File: src/rtl/isyn_pkg.sv
package isyn_pkg;
    // Pump request pair held by the detector flops
    typedef struct packed {
        logic up;
        logic dn;
    } pump_req_t;
endpackage

File: src/rtl/isyn_edge_sync.sv
module isyn_edge_sync (
    input  logic clk,
    input  logic rst,
    input  logic sig_in,
    output logic rise_o
);
    typedef struct packed {
        logic s1;
        logic s2;
    } smp_t;

    smp_t smp_d, smp_q;

    always_comb begin
        smp_d.s1 = sig_in;
        smp_d.s2 = smp_q.s1;
    end

    always_ff @(posedge clk) begin
        if (rst) smp_q <= '0;
        else     smp_q <= smp_d;
    end

    assign rise_o = smp_q.s1 & ~smp_q.s2;
endmodule

File: src/rtl/isyn_count_div.sv
module isyn_count_div #(
    parameter int W = 11
) (
    input  logic         clk,
    input  logic         rst,
    input  logic         tick,
    input  logic [W-1:0] reload,
    output logic         term_o
);
    typedef struct packed {
        logic [W-1:0] cnt;
    } div_t;

    div_t div_d, div_q;
    logic at_end;

    assign at_end = (div_q.cnt <= W'(1));

    always_comb begin
        div_d = div_q;
        if (tick) begin
            if (at_end) div_d.cnt = reload;
            else        div_d.cnt = div_q.cnt - W'(1);
        end
    end

    always_ff @(posedge clk) begin
        if (rst) div_q.cnt <= W'(1);
        else     div_q     <= div_d;
    end

    assign term_o = tick & at_end;
endmodule

File: src/rtl/isyn_pfd.sv
module isyn_pfd
    import isyn_pkg::*;
#(
    parameter int LOCK_TOL = 2,
    parameter int LOCK_RUN = 4
) (
    input  logic clk,
    input  logic rst,
    input  logic fb_ev,
    input  logic ref_ev,
    input  logic boost,
    output logic pump_up,
    output logic pump_dn,
    output logic pump_hiz,
    output logic pump_x5,
    output logic locked
);
    localparam int ACC_W = $clog2(LOCK_TOL + 2);
    localparam int RUN_W = $clog2(LOCK_RUN + 1);
    localparam logic [ACC_W-1:0] ACC_MAX = '1;
    localparam logic [RUN_W-1:0] RUN_TOP = RUN_W'(LOCK_RUN);
    localparam logic [ACC_W:0]   TOL_V   = (ACC_W+1)'(LOCK_TOL);

    typedef struct packed {
        pump_req_t         req;
        logic              x5;
        logic              lck;
        logic [ACC_W-1:0]  acc;
        logic [RUN_W-1:0]  good;
    } pfd_t;

    pfd_t pfd_d, pfd_q;
    logic active;
    logic [ACC_W:0] width;

    assign active = pfd_q.req.up ^ pfd_q.req.dn;
    assign width  = {1'b0, pfd_q.acc} + (ACC_W+1)'(active);

    always_comb begin
        pfd_d = pfd_q;
        // Tri-state flops: once both are set they clear together
        if (pfd_q.req.up & pfd_q.req.dn) begin
            pfd_d.req.up = fb_ev;
            pfd_d.req.dn = ref_ev;
        end else begin
            pfd_d.req.up = pfd_q.req.up | fb_ev;
            pfd_d.req.dn = pfd_q.req.dn | ref_ev;
        end
        // Magnitude may only move while no current flows
        if (!active) pfd_d.x5 = boost;
        // Error width per reference window and lock run length
        if (ref_ev) begin
            pfd_d.acc = '0;
            if (width <= TOL_V) begin
                if (pfd_q.good != RUN_TOP) pfd_d.good = pfd_q.good + RUN_W'(1);
            end else begin
                pfd_d.good = '0;
            end
            pfd_d.lck = (pfd_d.good == RUN_TOP);
        end else if (active && (pfd_q.acc != ACC_MAX)) begin
            pfd_d.acc = pfd_q.acc + ACC_W'(1);
        end
    end

    always_ff @(posedge clk) begin
        if (rst) pfd_q <= '0;
        else     pfd_q <= pfd_d;
    end

    assign pump_up  = pfd_q.req.up & ~pfd_q.req.dn;
    assign pump_dn  = pfd_q.req.dn & ~pfd_q.req.up;
    assign pump_hiz = ~active;
    assign pump_x5  = pfd_q.x5;
    assign locked   = pfd_q.lck;
endmodule

File: src/rtl/isyn_core.sv
module isyn_core #(
    parameter int REF_DIV  = 400,
    parameter int DIV_W    = 11,
    parameter int LOCK_TOL = 2,
    parameter int LOCK_RUN = 4
) (
    input  logic             clk,
    input  logic             rst,
    input  logic             xtal_in,
    input  logic             osc_in,
    input  logic [DIV_W-1:0] n_ratio,
    input  logic             boost,
    output logic             pump_up,
    output logic             pump_dn,
    output logic             pump_hiz,
    output logic             pump_x5,
    output logic             locked
);
    localparam int REF_W = $clog2(REF_DIV + 1);
    localparam logic [REF_W-1:0] REF_LOAD = REF_W'(REF_DIV);
    localparam logic [DIV_W-1:0] N_MSB    = {1'b1, {(DIV_W-1){1'b0}}};

    logic xtal_rise, osc_rise;
    logic ref_ev, fb_ev;
    logic [DIV_W-1:0] fb_load;

    assign fb_load = n_ratio | N_MSB;

    isyn_edge_sync u_xsync (
        .clk(clk), .rst(rst), .sig_in(xtal_in), .rise_o(xtal_rise)
    );

    isyn_edge_sync u_osync (
        .clk(clk), .rst(rst), .sig_in(osc_in), .rise_o(osc_rise)
    );

    isyn_count_div #(.W(REF_W)) u_refdiv (
        .clk(clk), .rst(rst), .tick(xtal_rise), .reload(REF_LOAD), .term_o(ref_ev)
    );

    isyn_count_div #(.W(DIV_W)) u_fbdiv (
        .clk(clk), .rst(rst), .tick(osc_rise), .reload(fb_load), .term_o(fb_ev)
    );

    isyn_pfd #(.LOCK_TOL(LOCK_TOL), .LOCK_RUN(LOCK_RUN)) u_pfd (
        .clk(clk), .rst(rst), .fb_ev(fb_ev), .ref_ev(ref_ev), .boost(boost),
        .pump_up(pump_up), .pump_dn(pump_dn), .pump_hiz(pump_hiz),
        .pump_x5(pump_x5), .locked(locked)
    );
endmodule

File: config.mk
export PLATFORM = sky130hd
export DESIGN_NAME = isyn_core
export DESIGN_NICKNAME = d
export VERILOG_FILES = /design/src/rtl/isyn_pkg.sv /design/src/rtl/isyn_edge_sync.sv /design/src/rtl/isyn_count_div.sv /design/src/rtl/isyn_pfd.sv /design/src/rtl/isyn_core.sv
export SDC_FILE = /design/constraint.sdc
export NUM_CORES = 1
export LEC_CHECK = 0
export CORE_UTILIZATION = 55
export CTS_CLUSTER_SIZE = 28
export DETAILED_ROUTE_END_ITERATION = 12
export PLACE_DENSITY = 0.78
export SLEW_MARGIN = 20
export SYNTH_ARGS = -nofsm -noshare
export SYNTH_HDL_FRONTEND = slang
export SYNTH_SLANG_ARGS = --single-unit
export TNS_END_PERCENT = 50
File: constraint.sdc
create_clock -name clk -period 2.84 [get_ports clk]
set_clock_uncertainty 0.1 [all_clocks]
set_input_delay 0.568 -clock clk [delete_from_list [all_inputs] [get_ports clk]]
set_output_delay 0.568 -clock clk [all_outputs]
set_load 0.03 [all_outputs]
# After elaboration in Yosys (flattened, before gate mapping)
# Index checks and enable logic that the tools add are counted.
# op_classes
reduce_logical,2
n_mul,0
div,0
order_cmp,3
n_eq_ne,3
n_addsub,5
n_shift,0
muxes,6
n_bitwise,15
# ops
op,count
11-bit by 1-bit less-or-equal comparator with 1-bit output (second input constant),1
11-bit two-way mux,1
11-bit by 1-bit subtractor with 11-bit output (second input constant),1
9-bit by 1-bit less-or-equal comparator with 1-bit output (second input constant),1
3-bit two-way mux,3
9-bit two-way mux,1
9-bit by 1-bit subtractor with 9-bit output (second input constant),1
1-bit AND,7
1-bit inverter,5
2-bit by 1-bit adder with 3-bit output,1
3-bit by 1-bit adder with 3-bit output (second input constant),1
3-bit == test (second input constant),1
3-bit by 2-bit less-or-equal comparator with 1-bit output (second input constant),1
3-bit inequality test (second input constant),1
2-bit by 1-bit adder with 2-bit output (second input constant),1
2-bit two-way mux,1
2-bit inequality test (second input constant),1
1-bit OR,2
2-bit OR reduction,1
1-bit logical AND,1
1-bit XOR,1
# totals
regBits,33
latchBits,0
mem_bits_rw,0
rom_bits,0
in_bits,16
n_memories,0

# Longest topological paths before layout
# Gate-level depths: netlist (run 1).
# logic_depth
ltp_word,6
mapped_depth,10
ltp_nobuf,10

# Modules after synthesis
# A second synthesis (run 1) with hierarchy kept.
# hier_totals
hier_cells,232
hier_area_um2,1979.4
# modules_own_cells
module,cells_each,seq_area_each_um2,instances,area_per_inst_um2
isyn_count_div (u_fbdiv),89,220.2,1,739.5
isyn_count_div (u_refdiv),75,180.2,1,584.3
isyn_pfd,56,180.2,1,525.5
isyn_edge_sync,5,40.0,2,61.3
isyn_core,2,0.0,1,7.5

# Least setup slack after synthesis (run 1)
# OpenSTA, ideal clock, no wires.
# synth_timing
kind,reg-to-reg
from,register u_pfd.pfd_q[7] in the netlist's numbering
to,"register u_pfd.pfd_q, in the netlist u_pfd.locked"
arrival_time_ps,2304
synth_period_minus_slack_ps,2474
setup_time_ps,70
path_stages_with_launch,11
required_ps,2670
path_slack_ps,366
n_path_buf,0
cell_sequence,dfxtp_1 > inv_1 > ha_1 > inv_1 > ha_1 > inv_1 > ha_1 > or3b_1 > a221oi_1 > nand3_1 > a21oi_1
# synth_between
elab_chain_len,6
# synth_lines
element,line,rtl
"start, declared",isyn_pfd.sv:32,"pfd_t pfd_d, pfd_q;"
"start signal, assigned",isyn_pfd.sv:67,else pfd_q <= pfd_d;
1-bit XOR,isyn_pfd.sv:36,assign active = pfd_q.req.up ^ pfd_q.req.dn;
2-bit by 1-bit adder with 3-bit output,isyn_pfd.sv:37,"assign width = {1'b0, pfd_q.acc} + (ACC_W+1)'(active);"
3-bit by 2-bit less-or-equal comparator with 1-bit output,isyn_pfd.sv:54,if (width <= TOL_V) begin
3-bit two-way mux,isyn_pfd.sv:54,
3-bit two-way mux,isyn_pfd.sv:52,if (ref_ev) begin
3-bit == test,isyn_pfd.sv:59,pfd_d.lck = (pfd_d.good == RUN_TOP);
# Every way passes these cells. The select of a mux whose other input is x is not followed.
# A chain may end at the register's enable or synchronous reset.

# Final worst setup path (run 1)
# Ends and elaborated chain as after synthesis.

==> results.py, run 1 <==
metrics = {
    "layout": {
        "area_delta_synth_final_pct": 16.7,
        "drive_gt1_share_pct": 8.44,
        "nets": 265,
        "fillerInstances": 299,
        "multi_input_area_mm2": 0.00110,
        "diodes": 0,
        "fin_area_mm2": 0.00214,
        "seq_area_um2": 661,
    },
    "sta": {
        "rsz0062_at_grt": "false",
        "setup-tns-final_ps": 0,
        "setup_ws_ps": 252,
        "final.min_clock_period_ps": 2590,
        "finalSetupViolCount": 0,
        "maxSlewHeadroom_pct": 64.1,
        "hold_viol_final": 0,
        "worst_pin_slew_ps": 537,
        "holdWs_ps": 364,
        "drv_slew": 0,
        "period_share_pct": 91.1,
        "timing.fmax_mhz": 386,
    },
    "place": {
        "dp_hpwl_um": 2850,
        "gp_congestion": 0.944,
        "port-buffer-count": 19,
        "pre_cts_ws_ps": 278,
        "place_area_mm2": 0.00207,
    },
    "floorplanning": {
        "num_rows": 20,
        "initial_core_util_pct": 59.2,
        "io_pins": 21,
        "core-area_mm2": 0.00310,
        "die_y_um": 59.8,
        "die_w_um": 59.8,
        "dieArea_mm2": 0.00357,
    },
    "yosys": {
        "synth_edf_count": 0,
        "synth_flop_cell": "dfxtp_1",
        "syn_inst": 214,
        "synthDistinctLibCells": 46,
        "synthesis.nets": 243,
        "ys_ff_latch": 33,
        "ys_seq_area_share_pct": 36.0,
        "avgSynthCellArea_um2": 8.58,
        "synth_top_cell_area_share_pct": 36.0,
        "synth_largest_area_cell": "dfxtp_1",
        "synthTopCellsByArea": "dfxtp_1 36%, ha_1 8.9%, a21oi_1 4.1%",
        "syn_area_mm2": 0.00184,
        "synthArstFlopShare_pct": 0,
        "yosysMostFrequentCell": "dfxtp_1",
        "yosysWarnings": 0,
        "netlist_top_cells_count": "33 x dfxtp_1, 18 x nor2_1, 15 x a21oi_1, 15 x inv_1, 14 x nand2_1",
    },
    "worst_setup_path": {
        "required_ps": 3020,
        "cp-end-kind": "register",
        "arrival_ps": 2760,
        "crit_type": "register to register",
        "r2r-end": "u_pfd.locked",
        "crit_fanout": 5,
        "r2r-start": "u_pfd.pfd_q[7]",
        "r2r_cells": 10,
        "rrSetupSlack_ps": 250,
        "start_kind": "register",
        "worstSetupStartpoint": "u_pfd.pfd_q[7]",
    },
    "clock_network": {
        "clk_pin_slew_ps": 110,
        "cts_resized": 0,
        "postCtsSetupRepairBufs": 0,
        "cts_tree": "done",
        "cts_root_buf": "clkbuf_4",
        "holdBufCountCts": 0,
        "numCtsBuffers": 5,
        "clkSinkCount": 33,
        "cts_max_path_buffers": 2,
        "clk_latency_ps": 340,
        "htree_levels": 2,
    },
    "routing": {
        "via_per_inst": 5.74,
        "ant_nets": 0,
        "wirelength_um": 3810,
        "routedWlPerCell_um": 13.6,
        "dr.pass1.iters": 4,
        "vias": 1613,
        "drtIter0Drc": 118,
        "route.detailed.drc": 0,
    },
    "global_routing": {
        "grt_max_degree": 22,
        "grt_use_total_pct": 25.7,
        "first_global_vias": 1526,
        "grt_antenna_before_repair": 0,
        "grt_pass1_wl_um": 6890,
        "gr-total-overflow": 0,
    },
    "min_path": {
        "hold_path_startpoint": "u_pfd.locked",
        "hp-class": "register to register",
        "holdPathEnd": "u_pfd.locked",
        "min_path_cells": 2,
    },
    "run_status": {
        "outcome": "complete, no violations",
    },
    "flow_run": {
        "cap_violations": 0,
    },
    "power": {
        "p_leak_nw": 0.828,
        "p_total_mw": 1.25,
        "irDropWorstVdd_mv": 0.406,
        "powerDensity_mw_per_mm2": 582,
    },
}
## flip-flops by register name (all words and copies together), names as in the netlist
name	flops
u_xsync.smp_d	1
u_xsync.smp_q	1
u_refdiv.div_q	9
u_osync.smp_q	1
u_pfd.locked	1
u_osync.smp_d	1
u_pfd.pfd_q	7
u_fbdiv.div_q	11
u_pfd.pump_x5	1
## report_power, final
part	switching (mW)	internal, mW	leakage (nW)
clock	0.166	0.143	0.0413
sequential	0.0515	0.504	0.270
combinational	0.210	0.172	0.517
total	0.428	0.819	0.828
## stage by stage
stage | instances | util (%)
CTS | 281 | 69.1
finish | 281 | 69.1
global route | 281 | 69.1
floorplan | 214 | -
detailed placement | 273 | 66.8
global placement | 273 | 66.8
## layout make-up
class,count,area share (%)
inverter,15,2.63
multi-input combinational,160,51.1
sequential,33,30.8
clock buffer,7,3.04
tap,44,2.57
timing repair buffer,21,9.57
clock inverter,1,0.234
## routing by layer
layer | vias to the layer above | part of all wire [%] | wire, um | track usage [%]
li1 | 821 | - | - | -
met1 | 751 | 48 | 1830 | 34.2
met2 | 34 | 47 | 1780 | 40.3
met3 | 7 | 3.4 | 129 | 5.19
met4 | 0 | 1.8 | 69 | 10.6
met5 | - | 0 | 0 | 0
## worst max-delay path by stage
stage | end | slack, ps | cells after the start
2_1_floorplan | u_pfd.locked | 370 | 10
5_1_grt | u_pfd.locked | 30 | 10
6_report | u_pfd.locked | 250 | 10
3_5_place_dp | u_pfd.locked | 280 | 10
3_3_place_gp | u_pfd.locked | 380 | 10
4_1_cts | u_pfd.locked | 250 | 10
## cell families (layout without fill, tap and decap cells)
kind of cell / Yosys count / after routing / share of synthesized area, %
simple gates: 89 / 89 / 27.3
compound gates: 45 / 45 / 17.0
mux: 5 / 5 / 2.72
fa+ha+maj: 13 / 13 / 8.86
xor+xnor: 8 / 8 / 3.81
flops: 33 / 33 / 36.0
buf+inv: 21 / 44 / 4.36
## critical path, cell delays in order (launching register included)
cell      delay, ps
dfxtp_1         390
inv_1            60
ha_1            370
inv_1            90
ha_1            170
inv_1            50
ha_1            270
or3b_1          390
a221oi_1        370
nand3_1         130
a21oi_1         140
## layout by cell type, fill, tap and decap left out, types with 2 or more instances in the layout
cell             count
a21o_1               3
a21oi_1             15
a31oi_1              3
and3_1               2
buf_4                2
clkbuf_4             5
clkbuf_8             2
clkdlybuf4s50_1     19
dfxtp_1             33
ha_1                13
inv_1               15
mux2i_1              5
nand2_1             14
nand2b_1             6
nand3_1             12
nand4_1              4
nor2_1              18
nor2b_1              9
nor3_1               5
nor3_2               3
nor4_1               5
nor4_2               2
o211ai_1             3
o21ai_0              6
o32ai_1              2
or3_1                2
xnor2_1              2
xor2_1               6
No activity file was read; power rests on OpenSTA's default activity.
==> inputs of run 2 (changes only) <==
==> constraint.sdc (replaced) <==
create_clock -name clk -period 2.84 [get_ports clk]
set_clock_uncertainty 0.1 [all_clocks]
set_input_delay 0.568 -clock clk [delete_from_list [all_inputs] [get_ports clk]]
set_output_delay 0.568 -clock clk [all_outputs]
set_load 0.05 [all_outputs]
==> run 2 against run 1 <==
Core utilization fell by 0.60 points; clock-buffer cell count fell by 1; cell area fell by 0.88%; critical path depth fell by 7; hold slack barely moved; total power fell by 2.0%; critical path type is now register to output port; largest cell class unchanged; highest routed layer unchanged.
==> results.py, run 2 (synthesis results as in run 1) <==
metrics = {
    "run_status": {
        "outcome": "complete, no violations",
    },
    "layout": {
        "regMostFlops": "u_fbdiv.div_q",
        "multi_input_area_mm2": 0.00110,
        "drive_gt1_share_pct": 8.02,
        "nets": 265,
        "layout_common_cells": "33 x dfxtp_1, 19 x clkdlybuf4s50_1, 18 x nor2_1",
        "top_regs": "u_fbdiv.div_q: 11 flops, u_refdiv.div_q: 9 flops, u_pfd.pfd_q: 7 flops",
        "final_common_cell": "dfxtp_1",
        "area_delta_synth_final_pct": 15.7,
        "diodes": 0,
        "largest_reg_flops": 11,
        "layoutNonFillerInstCount": 281,
        "seq_area_um2": 661,
        "fillerInstances": 287,
    },
    "global_routing": {
        "gr-total-overflow": 0,
        "first_global_vias": 1565,
        "grt_use_total_pct": 25.6,
        "grt_pass1_wl_um": 6770,
        "grt_max_degree": 22,
        "grt_antenna_before_repair": 0,
    },
    "worst_setup_path": {
        "crit_type": "register to output port",
        "r2r_cells": 10,
        "r2r-end": "u_pfd.pfd_q[2]",
        "start_kind": "register",
        "worstSetupStartpoint": "u_pfd.pfd_q[7]",
        "crit_fanout": 5,
        "critPathCapture": "pump_hiz",
        "r2r-start": "u_pfd.pfd_q[7]",
        "arrival_ps": 2030,
        "critPathTopFamily": "buffers and inverters",
        "path_buf_inv": 2,
        "path_cells": "inv_1, ha_1, clkdlybuf4s50_1",
        "rrSetupSlack_ps": 230,
        "required_ps": 2170,
        "worst_path_max_delay_cell": "clkdlybuf4s50_1",
        "slowest_delay_ps": 840,
        "cp-end-kind": "output port",
        "cp.depth": 3,
    },
    "power": {
        "p_total_mw": 1.22,
        "powerDensity_mw_per_mm2": 575,
        "sequentialPowerShare_pct": 45.5,
        "combPwrFrac_pct": 32.9,
        "irDropWorstVdd_mv": 0.341,
        "p_leak_nw": 0.819,
        "switching_power_uw": 451,
        "pwr-share-clk_pct": 21.5,
        "p_sw_share_pct": 36.9,
        "p_int_uw": 771,
    },
    "clock_network": {
        "cts_tree": "done",
        "cts_resized": 0,
        "holdBufCountCts": 0,
        "htree_levels": 2,
        "clk_latency_ps": 350,
        "numCtsBuffers": 5,
        "cts_max_path_buffers": 2,
        "postCtsSetupRepairBufs": 0,
        "clk_pin_slew_ps": 110,
        "cts_root_buf": "clkbuf_4",
        "clkSinkCount": 33,
    },
    "sta": {
        "worst_pin_slew_ps": 588,
        "period_share_pct": 95.2,
        "final.min_clock_period_ps": 2700,
        "setup-tns-final_ps": 0,
        "timing.fmax_mhz": 370,
        "maxSlewHeadroom_pct": 60.7,
        "hold_viol_final": 0,
        "setup_ws_ps": 137,
        "drv_slew": 0,
        "finalSetupViolCount": 0,
        "rsz0062_at_grt": "false",
    },
    "place": {
        "dp_hpwl_um": 2920,
        "dp_cells": 273,
        "pre_cts_ws_ps": 242,
        "gp_congestion": 0.951,
        "port-buffer-count": 19,
    },
    "routing": {
        "vias": 1628,
        "routedWlPerCell_um": 14.2,
        "dr.pass1.iters": 4,
        "wirelength_um": 4000,
        "via_per_inst": 5.79,
        "ant_nets": 0,
        "route.detailed.drc": 0,
        "drtIter0Drc": 81,
    },
    "floorplanning": {
        "core-area_mm2": 0.00310,
        "die_y_um": 59.8,
        "die_w_um": 59.8,
        "dieArea_mm2": 0.00357,
        "io_pins": 21,
        "initial_core_util_pct": 59.2,
        "num_rows": 20,
    },
    "flow_run": {
        "cap_violations": 0,
    },
    "min_path": {
        "hp-class": "register to register",
    },
}
## run 2: changes by cell type in the layout (fill, tap and decap cells not counted), sizes merged
| cell | before | now |
|---|---|---|
| clkinv | 1 | 2 |
| clkbuf | 7 | 6 |
## run 2: per-stage QoR
stage	hold slack, ps	util [%]	area, um^2
detailed placement	355	66.8	2070
global route	402	68.5	2120
CTS	370	68.5	2120
floorplan	353	-	1840
finish	365	68.5	2120
global placement	348	66.8	2070
## run 2: worst register-to-register path: cells and delay by family, from the launching register on
kind / cells / cell delay, ps
flip-flops: 1 / 400
adder cells (fa/ha/maj): 3 / 800
AO/OA/AOI/OAI: 2 / 550
AND/OR/NAND/NOR: 2 / 490
buffers and inverters: 3 / 210
## run 2: power by group through the flow
stage | Clock, mW | Sequential (mW) | Combinational [mW]
after floorplan | 0 | 0.559 | 0.295
after global placement | 0 | 0.562 | 0.375
after detailed placement | 0 | 0.566 | 0.396
after CTS | 0.267 | 0.555 | 0.399
after global routing | 0.288 | 0.563 | 0.441
final | 0.263 | 0.557 | 0.402
## run 2: worst min-delay path by stage
stage,cells past startpoint,startpoint,to,slack [ps]
CTS,2,u_pfd.locked,u_pfd.locked,370
global placement,2,u_pfd.locked,u_pfd.locked,350
global route,2,u_pfd.locked,u_pfd.locked,400
finish,2,u_pfd.locked,u_pfd.locked,360
detailed placement,2,u_pfd.locked,u_pfd.locked,350
floorplan,1,u_osync.smp_d[0],u_osync.smp_q[0],350
## run 2: area by class of cell
class                      count  share of cell area [%]
multi-input combinational    160                    51.6
sequential                    33                    31.1
timing repair buffer          21                    9.66
inverter                      15                    2.65
tap                           44                    2.59
clock buffer                   6                    1.94
clock inverter                 2                   0.471
## run 2: layer usage
layer | share of wire, % | up-vias | track usage (%)
met5 | 0 | - | 0
met4 | 1.5 | 0 | 13.3
met3 | 3.9 | 7 | 5.63
met2 | 49 | 34 | 41.6
met1 | 45 | 771 | 31.5
li1 | - | 816 | -
